**config.mk**
```make
export PLATFORM = sky130hd
export DESIGN_NAME = cfgsyn_regs
export DESIGN_NICKNAME = d
export VERILOG_FILES = /design/src/rtl/cfgsyn_pkg.sv /design/src/rtl/cfgsyn_sample.sv /design/src/rtl/cfgsyn_shift.sv /design/src/rtl/cfgsyn_latch.sv /design/src/rtl/cfgsyn_regs.sv
export SDC_FILE = /design/constraint.sdc
export NUM_CORES = 1
export LEC_CHECK = 0
export BUFFER_PORTS_ARGS = -buffer_cell sky130_fd_sc_hd__buf_4
export CAP_MARGIN = 0
export CORE_MARGIN = 2
export CORE_UTILIZATION = 51
export CTS_BUF_LIST = sky130_fd_sc_hd__clkbuf_4 sky130_fd_sc_hd__clkbuf_8
export DETAILED_ROUTE_END_ITERATION = 6
export GPL_ROUTABILITY_DRIVEN = 0
export PLACE_DENSITY = 0.77
export SLEW_MARGIN = 20
export SYNTH_ARGS = -nofsm -noshare
export SYNTH_HDL_FRONTEND = slang
export SYNTH_SLANG_ARGS = --single-unit
```
**constraint.sdc**
```tcl
create_clock -name clk_i -period 1.55 [get_ports clk_i]
set_clock_uncertainty 0.05 [all_clocks]
set_input_delay 0.31 -clock clk_i [delete_from_list [all_inputs] [get_ports clk_i]]
set_output_delay 0.31 -clock clk_i [all_outputs]
set_load 0.05 [all_outputs]
```
**src/rtl/cfgsyn_pkg.sv**
```systemverilog
package cfgsyn_pkg;

    typedef enum logic [1:0] {
        LAT_HOLD     = 2'd0,
        LAT_SERIAL   = 2'd1,
        LAT_PARALLEL = 2'd2
    } lat_mode_e;

    typedef struct packed {
        logic sclk;
        logic sdata;
        logic sload;
        logic pload_n;
    } ctl_t;

endpackage

```
**src/rtl/cfgsyn_sample.sv**
```systemverilog
module cfgsyn_sample
    import cfgsyn_pkg::*;
(
    input  logic clk_i,
    input  logic rst_i,
    input  ctl_t ctl_i,
    output ctl_t ctl_o,
    output logic shift_o
);
    ctl_t ctl_q;
    logic sclk_prev_q;

    always_ff @(posedge clk_i) begin
        if (rst_i) begin
            ctl_q       <= '{sclk: 1'b0, sdata: 1'b0, sload: 1'b0, pload_n: 1'b1};
            sclk_prev_q <= 1'b0;
        end else begin
            ctl_q       <= ctl_i;
            sclk_prev_q <= ctl_q.sclk;
        end
    end

    assign ctl_o   = ctl_q;
    assign shift_o = ctl_q.sclk & ~sclk_prev_q;
endmodule

```
**src/rtl/cfgsyn_shift.sv**
```systemverilog
module cfgsyn_shift #(
    parameter int SR_W = 14
) (
    input  logic            clk_i,
    input  logic            rst_i,
    input  logic            en_i,
    input  logic            bit_i,
    output logic [SR_W-1:0] sr_o
);
    logic [SR_W-1:0] sr_q;

    always_ff @(posedge clk_i) begin
        if (rst_i)     sr_q <= '0;
        else if (en_i) sr_q <= {sr_q[SR_W-2:0], bit_i};
    end

    assign sr_o = sr_q;
endmodule

```
**src/rtl/cfgsyn_latch.sv**
```systemverilog
module cfgsyn_latch
    import cfgsyn_pkg::*;
#(
    parameter int M_W = 9,
    parameter int N_W = 2,
    parameter int T_W = 3,
    localparam int SR_W = M_W + N_W + T_W
) (
    input  logic            clk_i,
    input  logic            rst_i,
    input  logic            pload_n_i,
    input  logic            sload_i,
    input  logic [M_W-1:0]  m_par_i,
    input  logic [N_W-1:0]  n_par_i,
    input  logic [SR_W-1:0] sr_i,
    output logic [M_W-1:0]  m_o,
    output logic [N_W-1:0]  n_o,
    output logic [T_W-1:0]  t_o
);
    localparam int N_LO = M_W;
    localparam int T_LO = M_W + N_W;

    lat_mode_e      state_q, state_d;
    logic [M_W-1:0] m_p1_q, m_p2_q;
    logic [N_W-1:0] n_p1_q, n_p2_q;

    // next-state selection
    always_comb begin
        state_d = state_q;
        unique case (state_q)
            LAT_PARALLEL: begin
                if (pload_n_i) state_d = sload_i ? LAT_SERIAL : LAT_HOLD;
            end
            LAT_SERIAL: begin
                if (!pload_n_i)   state_d = LAT_PARALLEL;
                else if (!sload_i) state_d = LAT_HOLD;
            end
            LAT_HOLD: begin
                if (!pload_n_i)   state_d = LAT_PARALLEL;
                else if (sload_i) state_d = LAT_SERIAL;
            end
            default: state_d = LAT_HOLD;
        endcase
    end

    // state register and parallel data alignment stages
    always_ff @(posedge clk_i) begin
        if (rst_i) begin
            state_q <= LAT_HOLD;
            m_p1_q  <= '1;
            m_p2_q  <= '1;
            n_p1_q  <= '1;
            n_p2_q  <= '1;
        end else begin
            state_q <= state_d;
            m_p1_q  <= m_par_i;
            m_p2_q  <= m_p1_q;
            n_p1_q  <= n_par_i;
            n_p2_q  <= n_p1_q;
        end
    end

    // configuration holding registers, source picked by the state
    always_ff @(posedge clk_i) begin
        if (rst_i) begin
            m_o <= '1;
            n_o <= '1;
            t_o <= '0;
        end else begin
            unique case (state_q)
                LAT_PARALLEL: begin
                    m_o <= m_p2_q;
                    n_o <= n_p2_q;
                    t_o <= '0;
                end
                LAT_SERIAL: begin
                    m_o <= sr_i[M_W-1:0];
                    n_o <= sr_i[N_LO +: N_W];
                    t_o <= sr_i[T_LO +: T_W];
                end
                LAT_HOLD: ;
                default: ;
            endcase
        end
    end
endmodule

```
**src/rtl/cfgsyn_regs.sv**
```systemverilog
module cfgsyn_regs
    import cfgsyn_pkg::*;
#(
    parameter int M_W = 9,
    parameter int N_W = 2,
    parameter int T_W = 3,
    localparam int SR_W  = M_W + N_W + T_W,
    localparam int DIV_W = (1 << N_W) + 1
) (
    input  logic             clk_i,
    input  logic             rst_i,
    input  logic             sclk_i,
    input  logic             sdata_i,
    input  logic             sload_i,
    input  logic             pload_n_i,
    input  logic [M_W-1:0]   m_par_i,
    input  logic [N_W-1:0]   n_par_i,
    output logic [M_W-1:0]   m_o,
    output logic [N_W-1:0]   n_o,
    output logic [T_W-1:0]   t_o,
    output logic [DIV_W-1:0] div_o,
    output logic             sr_last_o
);
    ctl_t            ctl_in, ctl_q;
    logic            shift_en;
    logic [SR_W-1:0] sr_q;

    assign ctl_in = '{sclk: sclk_i, sdata: sdata_i, sload: sload_i, pload_n: pload_n_i};

    cfgsyn_sample u_sample (
        .clk_i   (clk_i),
        .rst_i   (rst_i),
        .ctl_i   (ctl_in),
        .ctl_o   (ctl_q),
        .shift_o (shift_en)
    );

    cfgsyn_shift #(.SR_W(SR_W)) u_shift (
        .clk_i (clk_i),
        .rst_i (rst_i),
        .en_i  (shift_en),
        .bit_i (ctl_q.sdata),
        .sr_o  (sr_q)
    );

    cfgsyn_latch #(.M_W(M_W), .N_W(N_W), .T_W(T_W)) u_latch (
        .clk_i     (clk_i),
        .rst_i     (rst_i),
        .pload_n_i (ctl_q.pload_n),
        .sload_i   (ctl_q.sload),
        .m_par_i   (m_par_i),
        .n_par_i   (n_par_i),
        .sr_i      (sr_q),
        .m_o       (m_o),
        .n_o       (n_o),
        .t_o       (t_o)
    );

    assign div_o     = DIV_W'(2) << n_o;
    assign sr_last_o = sr_q[SR_W-1];
endmodule

```
Yosys cells after proc, flatten, opt, wreduce, memory -nomap -nowiden:

Cells that the tools add are included.

* div/mod/pow operators: 0
* bitwise gates (word level): 2
* mux-type cells: 10
* multipliers: 0
* order comparisons: 0
* add/subtract/negate cells: 0
* reduce and logical (&&, ||, !) cells: 3
* shift-type cells: 1
* equality and inequality tests: 5

Operators with widths (number)
* $pmux W9 S2: 1
* $mux W2: 5
* $ne A3 B3 Y1 const B: 2
* $pmux W2 S3: 1
* $pmux W3 S2: 1
* $shl A2 B2 Y5 const A: 1
* $pmux W2 S2: 1
* $reduce_and A3 Y1: 1
* $eq A2 B1 Y1 const B: 1
* $eq A2 B2 Y1 const B: 1
* $logic_not A2 Y1: 1
* $ne A2 B2 Y1 const B: 1
* $reduce_bool A2 Y1: 1
* $and A1 B1 Y1: 1
* $mux W1: 1
* $not A1 Y1: 1

* bits in latches: 0
* memories: 0
* input port bits: 17
* RAM bits: 0
* ROM bits: 0
* output and inout bits: 20
* register bits after elaboration: 57
* word-level logic and storage cells: 35

Longest topological paths before layout:

Gate-level depths: netlist of the first run.

* word-level depth: 3
* depth in mapped cells: 7
* mapped depth without buffers: 5

Hierarchy:

From an unflattened synthesis of the first run, not the netlist that was laid out.

* cell total of the unflattened synthesis: 200
* area, all modules: 2103.3 um^2

Modules (own cells, without submodules)
* cfgsyn_latch: cells an instance 138, area an instance 1410.1 um^2, instances 1
* cfgsyn_shift: cells an instance 45, area an instance 508.0 um^2, instances 1
* cfgsyn_sample: cells an instance 11, area an instance 147.6 um^2, instances 1
* cfgsyn_regs: cells an instance 6, area an instance 37.5 um^2, instances 1

Worst setup path before layout of the first run:

OpenSTA, ideal clock, no wires.

* path kind: reg-to-output
* start: register u_latch.n_o[1]
* end: output port div_o[3]
* buffers on the path: 0
* arrival: 1.457 ns
* slack: -0.267 ns
* stages on the path, launching flop included: 2
* cell sequence: dfxtp_1 -> nor2b_1

* word-level cells in the longest chain between the ends: 1

Ends and longest elaborated chain
* from (decl): line cfgsyn_latch.sv:17 `output logic [N_W-1:0] n_o,`
* from (signal assigned): line cfgsyn_latch.sv:73 `n_o <= n_p2_q;`
* from (signal assigned): line cfgsyn_latch.sv:78 `n_o <= sr_i[N_LO +: N_W];`
* $shl A2 B2 Y5: line cfgsyn_regs.sv:59 `assign div_o = DIV_W'(2) << n_o;`
* to (decl): line cfgsyn_regs.sv:21 `output logic [DIV_W-1:0] div_o,`

Every way passes these cells.

Worst setup path in the final report of the first run:

Ends and elaborated chain as after synthesis.

==> reports/results.txt, run 1 <==
max_slew headroom: 65.65%
crit-path cells: nor2b_2, buf_4
Site Rows: 23
I/O pin count: 37
Cell variety after synth: 26
Register-to-Register Setup Slack: 0.09 ns
sw frac: 24.31%
ant diodes: 0
CP Capture Type: primary output
Max Clock Freq: 0.6823 GHz
average wire per standard cell: 11.09 um
Final Max Tran Viols: 0
#FFs+latches synth: 57
initial core utilization: 52.36%
non-filler cells, final: 306
clock network fraction of design power: 37.5%
Max IR drop VDD: 0.7156 mV
combinational share of power: 12.0%
PwrDens: 1195 mW/mm2
status: finished clean
top_reg_cell synth: dfxtp_1
area of the mapped netlist: 0.002064 mm2
CP top delay family: flip-flops
Finish-stage setup viols: 0
hold crit path type: input pin to flip-flop
Final period util: 94.56%
CP max stage delay: 0.41 ns
RSZ-0062 raised after global routing: false
Final Hold Fails: 0
yosys warns: 0
worst-margin pin slew: 0.5153 ns
Async S/R FF share, synth: 0%
hold slack: 0.1050 ns
vias in the first global route: 1321
Synth Instances: 216
Via density: 4.771
share of cells above drive strength 1: 35.16%
DRT antenna net count: 0
leading cell types in the layout, fill and taps excluded: 55 x dfxtp_1, 37 x buf_4, 29 x or2_2, 29 x nand2_1, 28 x a21oi_1
Post-CTS Setup Repair Bufs: 0
routed vias: 1460
LEAKAGE: 1.018 nW
DR iter-0 viols: 73
placed cell count: 292
critical path's slowest cell: dfxtp_1
startpoint types: flip-flop
CP Data Required Time: 1.19 ns
largest net degree at the start of global routing: 40
Residual DRC: 0
CTS H-tree depth: 3
Die Height: 67.63 um
HPWL after DPL: 2118 um
NetSw: 0.7447 mW
Root Driver: clkbuf_8
max_cap viols: 0
drt total wl: 3394 um
Seq/Total Area, Yosys: 55.27%
Seq pwr share: 50.5%
Area Overhead vs Synth: 24.12%
Horiz. Die Dim: 67.63 um
Core Region: 0.003943 mm2
total track usage: 17.51%
drt first pass iters: 4
global-route wire length before repair: 5671 um
Post-CTS Hold Fix Bufs: 0
CTS sink count: 57
critical setup path kind: flip-flop to primary output
initial antenna violation count: 0
later-pin clock latency in the skew report: 0.33 ns
syn_area_per_cell: 9.558 um2
most common cell after layout, fill and taps aside: dfxtp_1
worst-path fanout max: 6
die footprint: 0.004573 mm2
EDFF count, synth: 0
CTS tree: yes
PnR Total Power: 3.063 mW
Max Buffers Root-to-Sink: 2
Internal: 2.318 mW
Worst-path clk slew: 0.06 ns
# port buffers: 35
Synthesized Nets: 237
grt ovf: 0
CP bufs+invs: 1
final net count: 274
min Tclk post-route: 1.466 ns
CTS buffer count: 9
WP data arrival: 1.11 ns
post-layout util: 65.00%
==> worst paths after layout <==
check / from / to / cells after the start
max: u_latch.n_o[1] / div_o[3] / 2
min: m_par_i[7] / u_latch.m_p1_q[7] / 2
max reg2reg: u_latch.state_q[0] / u_latch.m_o[5] / 6
min reg2reg: u_latch.n_p1_q[1] / u_latch.n_p2_q[1] / 1
==> cells by family after synthesis <==
group | synth area share (%)
buffers and inverters | 4.909
adder cells (fa/ha/maj) | 2.424
AO/OA/AOI/OAI | 8.303
other | 0.1816
flip-flops | 55.27
AND/OR/NAND/NOR | 23.09
multiplexers | 5.818
==> power groups by stage <==
stage | Sequential, mW | Combinational, mW | Clock (mW)
floorplan | 1.62 | 0.209 | 0
detailed placement | 1.57 | 0.359 | 0
global placement | 1.57 | 0.353 | 0
CTS | 1.54 | 0.361 | 1.17
finish | 1.55 | 0.369 | 1.15
global route | 1.55 | 0.405 | 1.24
==> flip-flops by register name, summed over array words and instances, names as in the netlist <==
register and cells:
u_latch.n_p2_q 2, u_sample.ctl_o 4, u_sample.sclk_prev_q 1, u_latch.t_o 3, u_latch.n_o 2, u_latch.n_p1_q 2
u_latch.m_p1_q 9, u_shift.sr_o 14, u_latch.m_p2_q 9, u_latch.state_q 2, u_latch.m_o 9
==> per-layer routing <==
layer  routed length (um)  vias up  track usage, %  share of wire (%)
li1                     -      762               -                  -
met1                 1531      650           19.14                 45
met5                    0        -               0                  0
met4                  103        0           11.48                3.0
met3                  223       10           7.833                6.6
met2                 1534       38           27.33                 45
==> per-stage QoR <==
step                      worst slack (ns)  instance area, um2  setup TNS, ns
after global placement             0.06880                2376              0
final                              0.08431                2562              0
after global routing               0.01925                2562              0
after floorplan                   -0.06660                2069        -0.1798
after detailed placement          -0.01296                2376       -0.01420
after CTS                         0.007526                2536              0
==> worst register-to-register path: stages, from the launching register on <==
cell and delay, ns:
dfxtp_2 0.37, inv_1 0.10, ha_4 0.26, buf_12 0.15
nor2_1 0.11, a21oi_1 0.04, or2_2 0.27
==> synth_stat cells (2+ instances only) <==
| cell | number | area share [%] |
|---|---|---|
| nor2b_1 | 6 | 1.8 |
| or2_2 | 29 | 8.8 |
| nand3_1 | 3 | 0.73 |
| nand2_1 | 29 | 5.3 |
| dfxtp_1 | 57 | 55 |
| or2_1 | 5 | 1.5 |
| buf_4 | 3 | 1.1 |
| inv_1 | 2 | 0.36 |
| nand2b_1 | 4 | 1.2 |
| nor2_1 | 15 | 2.7 |
| clkbuf_1 | 3 | 0.55 |
| a21oi_1 | 28 | 6.8 |
| buf_2 | 5 | 1.2 |
| mux2i_1 | 12 | 5.8 |
| ha_1 | 4 | 2.4 |
==> cell type report <==
class                   instances  area, um2
well taps                      50      62.56
inverters                       2      7.507
flip-flops and latches         57       1144
multi-input cells             143      852.1
repair buffers                 40      337.8
fillers                       335       1380
clock inverters                 1      5.005
clock buffers                  13      153.9
==> what timing repair did <==
action | CTS | global route
hold endpoints to repair | 0 | 0
gates cloned | 0 | 0
setup endpoints to repair | 3 | 11
pin swaps | 0 | 0
resized for setup | 1 | 5
No activity file was read; power rests on OpenSTA's default activity.
==> inputs of run 2 (changes only) <==
--- a/constraint.sdc
+++ b/constraint.sdc
@@ -4,2 +4,2 @@
 set_output_delay 0.31 -clock clk_i [all_outputs]
-set_load 0.05 [all_outputs]
+set_load 0.005 [all_outputs]
==> run 2 against run 1 <==
Effect of this change: worst setup slack lost 0.0066 ns; largest cell class unchanged; routed wire length down 1.5%; sequential power about the same; non-clock buffer count increased by 1; critical endpoint is now u_latch.m_o[4]; fmax fell by 0.45%; utilization increased by 1.2 points; via count grew 1.0%; global-route usage shrank 0.18 points; cell area up 1.8%; power increased by 7.2%; clock-buffer cell count up 1; critical path depth is 4 higher.
==> reports/results.txt, run 2 (synthesis gave the netlist of run 1 again) <==
most common cell after layout, fill and taps aside: dfxtp_1
RSZ-0062 raised after global routing: false
clock network fraction of design power: 44.0%
Max IR drop VDD: 0.7918 mV
Max Buffers Root-to-Sink: 2
WP data arrival: 1.63 ns
Horiz. Die Dim: 67.63 um
final net count: 275
Site Rows: 23
CP top delay family: simple AND/OR/NAND/NOR gates
Final Hold Fails: 0
Core Region: 0.003943 mm2
CTS buffer count: 9
initial core utilization: 52.36%
sw frac: 21.09%
Root Driver: clkbuf_8
Die Height: 67.63 um
share of cells above drive strength 1: 35.14%
I/O pin count: 37
hold crit path type: input pin to flip-flop
CP bufs+invs: 2
Internal: 2.590 mW
CP Capture Type: flip-flop
CTS H-tree depth: 3
PnR Total Power: 3.283 mW
Largest register FFs: 14
max_cap viols: 0
max_slew headroom: 65.38%
die footprint: 0.004573 mm2
Finish-stage setup viols: 0
PwrDens: 1258 mW/mm2
startpoint types: flip-flop
NetSw: 0.6923 mW
vias in the first global route: 1373
combinational share of power: 8.9%
Final period util: 94.99%
Worst-path clk slew: 0.06 ns
later-pin clock latency in the skew report: 0.32 ns
drt first pass iters: 4
number of fill cells: 319
min Tclk post-route: 1.472 ns
largest net degree at the start of global routing: 32
LEAKAGE: 1.041 nW
drt total wl: 3344 um
status: finished clean
total track usage: 17.33%
ant diodes: 0
critical path's slowest cell: dfxtp_2
CP max stage delay: 0.37 ns
initial antenna violation count: 0
worst-path fanout max: 16
DR iter-0 viols: 39
CP Data Required Time: 1.71 ns
global-route wire length before repair: 5768 um
setup tns final: 0 ns
CTS tree: yes
leading cell types in the layout, fill and taps excluded: 55 x dfxtp_1, 39 x buf_4, 29 x or2_2, 29 x nand2_1, 28 x a21oi_1
Via density: 4.773
routed vias: 1475
grt ovf: 0
Register-to-Register Setup Slack: 0.08 ns
crit-path cells: inv_1, ha_4, buf_12, nor2_1, a21oi_1, or2_2
critical setup path kind: flip-flop to flip-flop
Seq pwr share: 47.0%
Area Overhead vs Synth: 26.36%
Max Clock Freq: 0.6792 GHz
CTS sink count: 57
HPWL after DPL: 2144 um
worst-margin pin slew: 0.5193 ns
Residual DRC: 0
# port buffers: 35
average wire per standard cell: 10.82 um
Post-CTS Hold Fix Bufs: 0
DRT antenna net count: 0
Final Max Tran Viols: 0
## run 2: changes by cell type in the layout (fill, tap and decap cells not counted), sizes merged
cell	before	now
clkbuf	13	14
bufinv	0	1
buf	40	41
## run 2: layout make-up
| class | count | area [um2] | area share [%] |
|---|---|---|---|
| clock buffer | 14 | 180.2 | 6.906 |
| tap | 50 | 62.56 | 2.398 |
| inverter | 2 | 7.507 | 0.2878 |
| clock inverter | 2 | 35.03 | 1.343 |
| multi-input combinational | 143 | 847.1 | 32.47 |
| sequential | 57 | 1144 | 43.84 |
| timing repair buffer | 41 | 332.8 | 12.76 |
## run 2: power groups by stage
stage | combinational (mW) | sequential [mW] | clock [mW]
floorplan | 0.186 | 1.57 | 0
global placement | 0.278 | 1.57 | 0
detailed placement | 0.283 | 1.57 | 0
CTS | 0.294 | 1.54 | 1.47
global route | 0.331 | 1.55 | 1.53
finish | 0.293 | 1.54 | 1.45
## run 2: worst register-to-register path: stages, from the launching register on
cell and delay, ns:
dfxtp_2 0.37, inv_1 0.09, ha_4 0.26, buf_12 0.14
nor2_1 0.12, a21oi_1 0.05, or2_2 0.27
## run 2: path summary, 6_finish.rpt
kind | start | end | depth (start not counted)
worst max-delay path | u_latch.state_q[0] | u_latch.m_o[4] | 6
worst min-delay path | m_par_i[4] | u_latch.m_p1_q[4] | 2
worst max register to register | u_latch.state_q[0] | u_latch.m_o[4] | 6
worst min register to register | u_latch.m_p1_q[5] | u_latch.m_p2_q[5] | 1
## run 2: metal layers
metal | track usage [%] | share of wire (%)
met2 | 28.31 | 47
met1 | 18.60 | 45
met5 | 0 | 0
met3 | 8.500 | 6.8
met4 | 8.418 | 1.6
## run 2: per-stage QoR
stage | util, % | instance area, um2 | instances | setup slack, ns | hold slack (ns)
floorplan | - | 2064 | 216 | 0.01471 | 0.3395
global placement | 60.01 | 2366 | 293 | 0.06516 | 0.3412
detailed placement | 60.01 | 2366 | 293 | 0.01350 | 0.3423
CTS | 65.85 | 2596 | 309 | 0.01053 | 0.1054
global route | 66.17 | 2609 | 309 | 0.01259 | 0.1015
finish | 66.17 | 2609 | 309 | 0.07766 | 0.1170
## run 2: repair_timing
item	CTS	global route
setup endpoints to repair	5	11
endpoints found under the hold margin	0	0
pin swaps	0	0
resized for setup	2	4
buffers inserted	0	0
==> inputs of run 3 (changes only) <==
Settings changed: ABC_AREA set to 1.
==> run 3 against run 2 <==
Effect of this change: hold slack got worse by 0.017 ns; utilization increased by 1.6 points; fmax increased by 0.27%; critical path type unchanged; critical path depth decreased by 1; critical endpoint is now u_latch.m_o[1]; worst setup slack improved by 0.0040 ns; sequential share of layout area increased by 1.1 points; cell area decreased by 2.7%; clock power increased by 9.7%; global-route usage increased by 2.8 points; power increased by 42%; synthesized area decreased by 1.1%; synthesized cell count increased by 10%.
==> reports/results.txt, run 3 <==
status: finished clean
I/O pin count: 37
Horiz. Die Dim: 67.28 um
critical path launch point: u_latch.state_q[0]
total track usage: 20.18%
Root Driver: clkbuf_8
Reg-to-Reg Start: u_latch.state_q[0]
CTS tree: yes
Max Clock Freq: 0.6810 GHz
average wire per standard cell: 11.46 um
Final period util: 94.73%
global-route wire length before repair: 6699 um
Post-DP Area: 0.002292 mm2
drt first pass iters: 4
Largest register FFs: 14
EDFF count, synth: 0
Synthesized Nets: 259
critical setup path kind: flip-flop to flip-flop
min Tclk post-route: 1.468 ns
vias in the first global route: 1548
Site Rows: 22
DR iter-0 viols: 89
Finish-stage setup viols: 0
startpoint types: flip-flop
initial core utilization: 54.55%
Via density: 4.859
initial antenna violation count: 0
Reg2Reg Depth: 5
Hold Path Depth: 2
Final Cell Area: 0.002539 mm2
Async S/R FF share, synth: 0%
Max IR drop VDD: 1.230 mV
CTS buffer count: 9
Worst-path clk slew: 0.06 ns
number of fill cells: 314
top cells by area, synth: dfxtp_1 56%, nor2_1 10%, o21ai_0 6.9%, or2_2 4.0%, a21oi_1 3.4%
CTS sink count: 57
leading cell types in the layout, fill and taps excluded: 57 x dfxtp_1, 55 x nor2_1, 37 x buf_4, 28 x o21ai_0, 14 x a21oi_1
Register-to-Register Setup Slack: 0.08 ns
top_reg_cell synth: dfxtp_1
DRT antenna net count: 0
Post-CTS Hold Fix Bufs: 0
grt ovf: 0
top-count cell post-synth: dfxtp_1
area of the mapped netlist: 0.002042 mm2
# port buffers: 35
post-layout util: 67.81%
Max Buffers Root-to-Sink: 2
Synth Instances: 238
most common cell after layout, fill and taps aside: dfxtp_1
syn_area_per_cell: 8.580 um2
share of cells above drive strength 1: 26.52%
WP data arrival: 1.64 ns
die footprint: 0.004526 mm2
Seq/Total Area, Yosys: 55.88%
ant diodes: 0
largest net degree at the start of global routing: 40
Residual DRC: 0
Area Overhead vs Synth: 24.33%
Cell variety after synth: 22
HP Start: m_par_i[3]
setup tns final: 0 ns
max_cap viols: 0
Final Hold Fails: 0
CP Data Required Time: 1.72 ns
Final Max Tran Viols: 0
CP Capture Type: flip-flop
worst-path fanout max: 7
drt total wl: 3747 um
top cells by count, synth: 57 x dfxtp_1, 55 x nor2_1, 28 x o21ai_0
HPWL after DPL: 2313 um
later-pin clock latency in the skew report: 0.34 ns
area leader, netlist: dfxtp_1
Yosys top cell area share: 55.88%
hold slack: 0.09954 ns
#FFs+latches synth: 57
CTS H-tree depth: 3
Die Height: 67.28 um
yosys warns: 0
hold crit path type: input pin to flip-flop
PwrDens: 1841 mW/mm2
LEAKAGE: 1.167 nW
routed vias: 1589
final net count: 296
Core Region: 0.003744 mm2
[run 3: cell count changes after synthesis, sizes merged, moves of 4 or more]
cell / delta
mux2i: -12
nor2: +42
nand2b: -4
nand2: -18
or2: -11
inv: +14
nor2b: -6
a21oi: -14
o21ai: +38
[run 3: where the power goes]
group	total, mW	internal [mW]	switching (mW)	leakage [nW]
sequential	1.87	1.71	0.157	0.472
combinational	1.22	0.572	0.645	0.576
clock	1.59	1.05	0.545	0.119
total	4.67	3.33	1.35	1.17
[run 3: cell type report]
| class | instances | area (um2) | share of cell area (%) |
|---|---|---|---|
| flip-flops and latches | 57 | 1141 | 44.95 |
| repair inverters | 1 | 7.507 | 0.2957 |
| inverters | 16 | 63.81 | 2.514 |
| multi-input cells | 153 | 755.7 | 29.77 |
| clock buffers | 13 | 172.7 | 6.801 |
| clock inverters | 2 | 60.06 | 2.366 |
| well taps | 48 | 60.06 | 2.366 |
| repair buffers | 37 | 277.8 | 10.94 |
[run 3: repair_timing]
item	in CTS	in global routing
setup endpoints to repair	0	2
setup buffers	0	0
resized for setup	0	3
[run 3: routing by layer]
layer  vias up  global-route usage, %  routed length, um  share of wire (%)
li1        825                      -                  -                  -
met1       720                  21.68               1658                 44
met2        37                  34.65               1820                 49
met3         7                  10.17                216                5.8
met4         0                  6.122                 52                1.4
met5         -                      0                  0                  0
[run 3: cell families after synthesis]
logic type | Yosys count | synth area share (%)
buf+inv | 28 | 7.230
other cells | 1 | 0.1836
fa+ha+maj | 4 | 2.451
compound gates | 53 | 12.99
flops | 57 | 55.88
simple gates | 95 | 21.26
[run 3: worst paths after layout]
kind,end
max,u_latch.m_o[1]
min,u_latch.m_p1_q[3]
max reg2reg,u_latch.m_o[1]
min reg2reg,u_latch.m_p2_q[0]
[run 3: critical path, stage by stage (launching register included)]
cell and delay, ns:
dfxtp_1 0.38, inv_1 0.08, ha_2 0.39, clkinvlp_4 0.19, a21oi_1 0.18, o21ai_1 0.09
[run 3: through the flow]
stage	worst slack, ns	power, mW	std cells
2_1_floorplan	0.2266	2.569	238
3_3_place_gp	0.1721	3.021	311
3_5_place_dp	0.04838	3.069	311
4_1_cts	0.05078	4.652	326
5_1_grt	-0.003710	4.985	327
6_report	0.08163	4.673	327
